File: config.mk
export PLATFORM = sky130hd
export DESIGN_NAME = sat_arith_unit
export DESIGN_NICKNAME = d
export VERILOG_FILES = /design/src/rtl/sat_arith_unit.sv
export SDC_FILE = /design/constraint.sdc
export NUM_CORES = 1
export LEC_CHECK = 0
export BUFFER_PORTS_ARGS = -buffer_cell sky130_fd_sc_hd__buf_4
export CAP_MARGIN = 20
export CORE_MARGIN = 5
export CORE_UTILIZATION = 45
export DETAILED_ROUTE_END_ITERATION = 10
export GPL_TIMING_DRIVEN = 0
export MAX_ROUTING_LAYER = met4
export PLACE_DENSITY_LB_ADDON = 0.05
export SYNTH_ARGS = -nofsm -noshare
export SYNTH_HDL_FRONTEND = slang
export SYNTH_SLANG_ARGS = --single-unit
File: constraint.sdc
create_clock -name clk -period 6.05 [get_ports clk]
set_input_delay 1.21 -clock clk [delete_from_list [all_inputs] [get_ports clk]]
set_output_delay 1.21 -clock clk [all_outputs]
set_load 0.02 [all_outputs]
File: src/rtl/sat_arith_unit.sv
module sat_arith_unit #(
  parameter int W = 32
) (
  input  logic         clk,
  input  logic         rst_n,
  input  logic         in_valid,
  input  logic [2:0]   op,
  input  logic [W-1:0] a,
  input  logic [W-1:0] b,
  input  logic         flag_clr,
  output logic [W-1:0] result,
  output logic         out_valid,
  output logic         sat_flag
);
  localparam logic [W-1:0] SMAX = {1'b0, {(W-1){1'b1}}};
  localparam logic [W-1:0] SMIN = {1'b1, {(W-1){1'b0}}};
  localparam logic [W-1:0] QPOS = {2'b01, {(W-2){1'b0}}};
  localparam logic [W-1:0] QNEG = {2'b11, {(W-2){1'b0}}};

  localparam logic [2:0] OP_ADDF = 3'd0;
  localparam logic [2:0] OP_SADD = 3'd1;
  localparam logic [2:0] OP_SSUB = 3'd2;
  localparam logic [2:0] OP_SDBL = 3'd3;
  localparam logic [2:0] OP_UADD = 3'd4;
  localparam logic [2:0] OP_USUB = 3'd5;

  logic [W-1:0] sum, diff, clamp, nxt;
  logic         s_ovf_add, s_ovf_sub, u_wrap_add, u_wrap_sub, sat;

  assign sum        = a + b;
  assign diff       = a - b;
  assign clamp      = a[W-1] ? SMIN : SMAX;
  assign s_ovf_add  = (a[W-1] == b[W-1]) && (sum[W-1] != a[W-1]);
  assign s_ovf_sub  = (a[W-1] != b[W-1]) && (diff[W-1] != a[W-1]);
  assign u_wrap_add = sum < a;
  assign u_wrap_sub = diff > a;

  always_comb begin
    nxt = a;
    sat = 1'b0;
    case (op)
      OP_ADDF: begin nxt = sum; sat = s_ovf_add; end
      OP_SADD: begin nxt = s_ovf_add ? clamp : sum;  sat = s_ovf_add; end
      OP_SSUB: begin nxt = s_ovf_sub ? clamp : diff; sat = s_ovf_sub; end
      OP_SDBL: begin
        if ($signed(a) >= $signed(QPOS)) begin nxt = SMAX; sat = 1'b1; end
        else if ($signed(a) <= $signed(QNEG)) begin nxt = SMIN; sat = 1'b1; end
        else nxt = {a[W-2:0], 1'b0};
      end
      OP_UADD: begin nxt = u_wrap_add ? {W{1'b1}} : sum;  sat = u_wrap_add; end
      OP_USUB: begin nxt = u_wrap_sub ? '0 : diff; sat = u_wrap_sub; end
      default: ;
    endcase
  end

  always_ff @(posedge clk) begin
    if (!rst_n) begin
      result    <= '0;
      out_valid <= 1'b0;
      sat_flag  <= 1'b0;
    end else begin
      out_valid <= in_valid;
      if (in_valid) result <= nxt;
      if (in_valid && sat) sat_flag <= 1'b1;
      else if (flag_clr)   sat_flag <= 1'b0;
    end
  end

  AST_OUT_PULSE: assert property (@(posedge clk) disable iff (!rst_n)
    in_valid |=> out_valid);
  AST_IDLE_HOLD: assert property (@(posedge clk) disable iff (!rst_n)
    !in_valid |=> !out_valid && $stable(result));
  AST_SADD_SIGN: assert property (@(posedge clk) disable iff (!rst_n)
    in_valid && op == OP_SADD && a[W-1] == b[W-1] |=> result[W-1] == $past(a[W-1]));
  AST_UADD_FLOOR: assert property (@(posedge clk) disable iff (!rst_n)
    in_valid && op == OP_UADD |=> result >= $past(a));
  AST_USUB_CEIL: assert property (@(posedge clk) disable iff (!rst_n)
    in_valid && op == OP_USUB |=> result <= $past(a));
  AST_FLAG_STICKY: assert property (@(posedge clk) disable iff (!rst_n)
    sat_flag && !flag_clr |=> sat_flag);
  AST_FLAG_CLEAR: assert property (@(posedge clk) disable iff (!rst_n)
    flag_clr && !in_valid |=> !sat_flag);
  AST_PASS_THRU: assert property (@(posedge clk) disable iff (!rst_n)
    in_valid && op[2:1] == 2'b11 |=> result == $past(a));
endmodule

After elaboration in Yosys (flattened, before gate mapping)
Cells that the tools add are included.

storage, ports and cells
  bits of input ports = 71
  register bits after elaboration = 34
  word-level logic and storage cells = 37
  output and inout port bits = 34

cells by class
  multiplexer cells = 13
  add/sub/neg operators = 2
  equal/unequal tests = 9
  $lt $le $gt $ge = 4
  reduce and logical (&&, ||, !) cells = 6

operators with widths
  operator                number
  $mux W32                7
  $pmux W32 S6            1
  $add A32 B32 Y32        1
  $ge A32 B32 Y1 const B  1
  $gt A32 B32 Y1          1
  $le A32 B31 Y1 const B  1
  $lt A32 B32 Y1          1
  $sub A32 B32 Y32        1
  $eq A3 B2 Y1 const B    2
  $eq A3 B3 Y1 const B    2
  $pmux W1 S5             1
  $mux W1                 4
  $eq A3 B1 Y1 const B    1
  $logic_and A1 B1 Y1     3
  $logic_not A3 Y1        1
  $ne A1 B1 Y1            3
  $reduce_bool A2 Y1      1
  $reduce_or A2 Y1        1
  $eq A1 B1 Y1            1

Depth between registers and ports, before layout
Gate-level depths: netlist of the first run.

  depth after elaboration = 6
  gate-level depth with buffers = 25
  depth with buffers taken out = 23

Worst setup path after synthesis of the first run
No wires, ideal clock.

  kind = in2reg
  start point = in b[6]
  end point = reg result[28]
  cell stages on the path = 24
  arrival time = 5.907 ns
  path buffers = 3
  setup time = 0.059 ns
  path slack = 0.084 ns
  cell sequence = inv_1 ha_1 clkbuf_8 a21o_2 o21bai_1 o41ai_2 o31a_1 o41ai_2 o221ai_1 o21ai_1 a21o_1 a21oi_1 fa_1 inv_1 ha_1 nand4_1 nor2_1 a221o_1 or4_1 nand3_1 buf_2 buf_2 a2bb2oi_1 o31a_1

between the ends
  cells in the longest elaborated chain, start to end = 5
  elaborated cells between the ends (all ways) = 13
  classes of those cells = add/sub (2); order compare (2); eq/ne (2); mux (5); reduce/logical (2)

RTL lines
  what                                                                      line  RTL
  start: declaration                                                        9     input logic [W-1:0] b,
  parallel branches: the longest is 4 deep, another holds $sub A32 B32 Y32  n/a
  $pmux W32 S6 (*)                                                          41    case (op)
  end signal: assignment                                                    63    if (in_valid) result <= nxt;
  end: declaration                                                          11    output logic [W-1:0] result,

Every way passes the cells marked *.
A chain may end at the register's enable or synchronous reset.

Worst setup path in the final report of the first run
  start point = in a[2]
  end point = reg result[10]

between the ends
  cells in the longest elaborated chain, start to end = 5
  elaborated cells between the ends (all ways) = 17
  classes of those cells = add/sub (2); order compare (4); eq/ne (2); mux (7); reduce/logical (2)

RTL lines
  what                                                                      line  RTL
  start: declaration                                                        8     input logic [W-1:0] a,
  parallel branches: the longest is 4 deep, another holds $sub A32 B32 Y32  n/a
  $pmux W32 S6 (*)                                                          41

Marked as above.

==> flow_metrics.env, run 1 <==
export IMPL_cts_made_buffers=5
export IMPL_ys_types=84
export IMPL_num_rows=47
export IMPL_maxClockFrequency_mhz=164.8
export IMPL_instances_no_fill=1404
export IMPL_dp_cells=1346
export IMPL_grt_pass1_vias=7866
export IMPL_vdd_drop_max_v=0.0001157
export IMPL_synth_net_count=1219
export IMPL_drive_above_1_share_pct=25.76
export IMPL_nets=1381
export IMPL_synth_top_area_share_pct=20.94
export IMPL_relSlewSlack_pct=47.57
export IMPL_clock_sinks=34
export IMPL_slowest_stage="fa_1"
export IMPL_ys_seq_area_share_pct=9.186
export IMPL_synthTopCellsByArea="ha_1, dfxtp_1, a21oi_1"
export IMPL_cts_root_buffer="clkbuf_16"
export IMPL_drtAntennaViolNets=0
export IMPL_firstDrtPassIters=8
export IMPL_setup_ws_ps=-16.86
export IMPL_max_slew_worst_pin_slew_ps=786.4
export IMPL_synthTopCellsByCount="ha_1, inv_1, a21oi_1, o21ai_0, nand2_1"
export IMPL_fillers=1612
export IMPL_cp_arrival_ps=6240
export IMPL_max_clock_path_buffers=2
export IMPL_startpoint_type="input port"
export IMPL_required_ps=6230
export IMPL_avgSynthCellArea_sq_um=7.257
export IMPL_rsz0062_at_grt="yes"
export IMPL_grt_max_degree=13
export IMPL_hold_viol_final=0
export IMPL_drc=0
export IMPL_critical_path_class="input port to flop"
export IMPL_synthFlopType="dfxtp_1"
export IMPL_cts_hold_buf=0
export IMPL_cp_top_family="compound AO/OA/AOI/OAI gates"
export IMPL_violations="negative setup slack"
export IMPL_drt_total_wl_um=28580
export IMPL_end_kind="flop"
export IMPL_initial_core_util_pct=45.32
export IMPL_synth_area_sq_mm=0.007410
export IMPL_ios=105
export IMPL_yosysTopAreaCell="ha_1"
export IMPL_syn_to_final_growth_pct=32.35
export IMPL_slowest_delay_ps=570
export IMPL_dieArea_sq_mm=0.01913
export IMPL_synth_enable_flop_cells=0
export IMPL_yosys_warnings=0
export IMPL_overflow=0
export IMPL_dieWidth_um=138.3
export IMPL_drt_iter0_drc=854
export IMPL_fin_crit_sh_pct=100.3
export IMPL_clk_pin_slew_worst_paths_ps=60
export IMPL_htreeDepth=2
export IMPL_stdcell_area_sq_mm=0.009807
export IMPL_maxCapViolations=0
export IMPL_dp_slack_ps=-1650
export IMPL_period_minus_slack_ps=6067
export IMPL_setup_viol=3
export IMPL_multi_input_area_sq_mm=0.006628
export IMPL_powerDensity_mw_per_mm2=177.6
export IMPL_tns_ps=-33.20
export IMPL_grt_pass1_wl_um=43850
export IMPL_dp_hpwl_um=21720
export IMPL_syn_instance_count=1021
export IMPL_finClkSkew_ps=0
export IMPL_power_mw=1.742
export IMPL_crit_buf_inv=5
export IMPL_ys_async_sr_fraction_pct=0
export IMPL_placed_area_sq_mm=0.008473
export IMPL_report_final_slew_viol_count=0
export IMPL_vias_per_cell=5.969
export IMPL_status="complete, but fails checks"
export IMPL_place_congestion=0.9628
export IMPL_fp_dieH_um=138.3
export IMPL_cts_tree="done"
export IMPL_seq_area_sq_um=680.7
export IMPL_min_path_type="flop to flop"
export IMPL_numPortBuffers=104
export IMPL_cp_max_fo=5
export IMPL_diodes=0
export IMPL_ys_seq_elements=34
export IMPL_wire_per_inst_um=20.35
export IMPL_leakage_nw=4.413
export IMPL_antenna_found_initial=0
export IMPL_core_area_sq_mm=0.01635
export IMPL_insertion_delay_ps=280
export IMPL_vias=8380
export IMPL_yosysMostFrequentCell="ha_1"
export IMPL_track_usage_pct=28.58
power breakdown:
| group | internal [mW] | switching (mW) |
|---|---|---|
| Clock | 0.195 | 0.117 |
| Combinational | 0.504 | 0.661 |
| Sequential | 0.247 | 0.0168 |
| Total | 0.946 | 0.795 |
sequential cells by signal, indices dropped and copies added (netlist names):
name       cells
sat_flag       1
result        32
out_valid      1
path summary, 6_finish.rpt:
| path | start | endpoint | slack, ps | depth (start not counted) |
|---|---|---|---|---|
| hold reg to reg | result[5] | result[5] | 450 | 2 |
| setup / recovery | a[2] | result[10] | -20 | 25 |
| hold / removal | result[5] | result[5] | 450 | 2 |
| setup reg to reg | result[28] | result[28] | 4910 | 5 |
worst register-to-register path, stage by stage (launching register included):
cell       delay, ps
dfxtp_1          310
nand2_1           90
a21boi_0         180
nand4_1          160
a2bb2oi_2        190
o31a_1           100
layout by cell type (no fill, tap or decap), drive strengths merged, types with 11 or more instances in the layout:
| cell | instances |
|---|---|
| nor2b | 19 |
| nor2 | 67 |
| nor4 | 15 |
| buf | 168 |
| nand4 | 13 |
| a21o | 28 |
| nand3 | 17 |
| nand2b | 12 |
| clkbuf | 42 |
| a211oi | 11 |
| inv | 94 |
| ha | 124 |
| a21oi | 93 |
| xor2 | 11 |
| o21a | 12 |
| xnor2 | 46 |
| o21bai | 12 |
| a221oi | 11 |
| nor3 | 25 |
| nand2 | 83 |
| dfxtp | 34 |
| o21ai | 99 |
metrics by stage:
step                      util (%)  hold WS, ps
final                        59.99        449.0
after floorplan                  -        524.4
after detailed placement     51.83        447.8
after global placement       51.78        436.2
after CTS                    55.59        461.7
after global routing         59.99        474.1
kinds of logic (layout without fill, tap and decap cells):
group | after synthesis | after routing | share of synthesized area (%)
compound gates | 357 | 357 | 31.81
xor+xnor | 57 | 57 | 6.738
fa+ha+maj | 127 | 127 | 21.75
buf+inv | 145 | 308 | 9.828
flops | 34 | 34 | 9.186
mux | 4 | 4 | 0.5741
simple gates | 297 | 297 | 20.11
routing by layer:
layer / share of wire, % / vias up / GRT usage [%]
met1: 46 / 3978 / 40.20
met5: 0 / - / -
met4: 1.6 / 0 / 4.680
met3: 6.9 / 35 / 3.488
met2: 45 / 345 / 44.84
li1: - / 4022 / -
repair_timing:
action                     4_1_cts  5_1_grt
setup endpoints to repair       33       33
buffers inserted                18       34
gates resized for setup         56      128
pin swaps                       22       58
cloned                           1        0
layout make-up:
| cell class | count | share of cell area (%) |
|---|---|---|
| Sequential cell | 34 | 6.941 |
| Buffer | 50 | 4.210 |
| Inverter | 94 | 3.725 |
| Tap cell | 220 | 2.807 |
| Multi-Input combinational cell | 842 | 67.58 |
| Timing Repair Buffer | 156 | 13.00 |
| Clock buffer | 5 | 1.276 |
| Clock inverter | 3 | 0.4593 |
(Power assumes the default switching activity.)
==> run 2: changes to the inputs <==
Settings changed: CORE_MARGIN 5 to 1.
==> flow_metrics.env, run 2 (synthesis results as in run 1) <==
export IMPL_firstDrtPassIters=6
export IMPL_end_kind="flop"
export IMPL_dp_hpwl_um=21340
export IMPL_seq_power_share_pct=15.1
export IMPL_max_clock_path_buffers=2
export IMPL_leakage_nw=4.386
export IMPL_num_rows=46
export IMPL_place_congestion=0.9599
export IMPL_syn_to_final_growth_pct=31.64
export IMPL_grt_pass1_wl_um=42390
export IMPL_hold_viol_final=0
export IMPL_grt_max_degree=11
export IMPL_violations="negative setup slack"
export IMPL_whs_ps=450.7
export IMPL_status="complete, but fails checks"
export IMPL_setup_ws_ps=-107.4
export IMPL_fp_dieH_um=130.3
export IMPL_dieArea_sq_mm=0.01698
export IMPL_power_mw=1.744
export IMPL_report_final_slew_viol_count=0
export IMPL_internal_power_mw=0.9480
export IMPL_post_route_util_pct=60.96
export IMPL_grt_pass1_vias=7640
export IMPL_fin_crit_sh_pct=101.8
export IMPL_ios=105
export IMPL_met3_usage_pct=3.772
export IMPL_cts_root_buffer="clkbuf_16"
export IMPL_critPathMostFrequentCell="buf_4"
export IMPL_power_switching_mw=0.7960
export IMPL_finClkSkew_ps=0
export IMPL_nets=1374
export IMPL_startpoint_type="input port"
export IMPL_vias=8383
export IMPL_grtUsageMet2_pct=53.50
export IMPL_cp_max_fo=6
export IMPL_slowest_stage="or4_4"
export IMPL_critical_path_class="input port to flop"
export IMPL_insertion_delay_ps=290
export IMPL_drtAntennaViolNets=0
export IMPL_setup_viol=18
export IMPL_powerDensity_mw_per_mm2=178.8
export IMPL_core_area_sq_mm=0.01600
export IMPL_mostFrequentLayoutCell="buf_4"
export IMPL_numPortBuffers=104
export IMPL_vdd_drop_max_v=0.00009801
export IMPL_relSlewSlack_pct=48.06
export IMPL_rsz0062_at_grt="yes"
export IMPL_drive_above_1_share_pct=25.49
export IMPL_cts_tree="done"
export IMPL_clk_pin_slew_worst_paths_ps=60
export IMPL_dp_slack_ps=-1699
export IMPL_wire_per_inst_um=20.36
export IMPL_tns_ps=-595.0
export IMPL_largest_reg_flops=32
export IMPL_antenna_found_initial=1
export IMPL_drt_iter0_drc=704
export IMPL_required_ps=6280
export IMPL_cp_arrival_ps=6380
export IMPL_busiest_layer="met2"
export IMPL_p_sw_share_pct=45.64
export IMPL_drt_total_wl_um=28380
export IMPL_min_path_type="flop to flop"
export IMPL_reg_largest_list="result x32, out_valid x1, sat_flag x1"
export IMPL_vias_per_cell=6.014
export IMPL_track_usage_pct=33.88
export IMPL_max_slew_worst_pin_slew_ps=779.1
export IMPL_clkPwrFrac_pct=17.7
export IMPL_overflow=0
export IMPL_initial_core_util_pct=46.31
export IMPL_maxClockFrequency_mhz=162.4
export IMPL_most_common_layout_cells="buf_4, ha_1, inv_1, a21oi_1, nand2_1"
export IMPL_drc=0
export IMPL_htreeDepth=2
export IMPL_dieWidth_um=130.3
export IMPL_maxCapViolations=0
export IMPL_clock_sinks=34
export IMPL_cts_made_buffers=5
export IMPL_cts_hold_buf=0
export IMPL_regMostFlops="result"
export IMPL_comb_power_share_pct=67.2
export IMPL_period_minus_slack_ps=6157
export IMPL_met1_usage_pct=45.90
export IMPL_slowest_delay_ps=530
-- run 2: area by class of cell --
cell class,instances,area [sq um]
antenna,1,2.502
buffer,48,389.1
clock buffer,7,132.6
clock inverter,1,30.03
fill,1557,6246
inverter,94,360.3
multi-input combinational,842,6655
sequential,34,680.7
tap,216,270.3
timing repair buffer,151,1234
-- run 2: repair_timing --
| action | CTS | global route |
|---|---|---|
| cloned | 2 | 0 |
| buffers inserted | 21 | 24 |
| pin swaps | 27 | 73 |
| gates resized for setup | 74 | 107 |
| setup endpoints to repair | 33 | 33 |
-- run 2: layer usage --
layer  vias to the layer above  share of wire (%)  wire length (um)
li1                       4016                  -                 -
met1                      3974                 45             12890
met2                       357                 45             12860
met3                        36                7.5              2132
met4                         0                1.8               500
met5                         -                  0                 0
-- run 2: metrics by stage --
step | cell area [sq um] | instances
2_1_floorplan | 7410 | 1021
3_3_place_gp | 8461 | 1341
3_5_place_dp | 8466 | 1342
4_1_cts | 9190 | 1373
5_1_grt | 9754 | 1394
6_report | 9754 | 1394
-- run 2: critical path: cells and delay by family --
kind,cells,cell delay (ps)
compound gates,11,2120
buf+inv,10,1220
simple gates,6,950
fa+ha+maj,3,850
-- run 2: final timing paths --
check                           startpoint         end  cells past startpoint  slack (ps)
worst min-delay path             result[9]   result[9]                      2         450
worst min register to register   result[9]   result[9]                      2         450
worst max-delay path                  b[6]   result[0]                     30        -110
worst max register to register  result[28]  result[28]                      5        4890
-- run 2: power by group through the flow --
stage | Combinational [mW] | Clock [mW] | Sequential, mW
2_1_floorplan | 0.642 | 0 | 0.292
3_3_place_gp | 0.965 | 0 | 0.268
3_5_place_dp | 0.965 | 0 | 0.269
4_1_cts | 1.06 | 0.307 | 0.264
5_1_grt | 1.27 | 0.314 | 0.266
6_report | 1.17 | 0.309 | 0.264
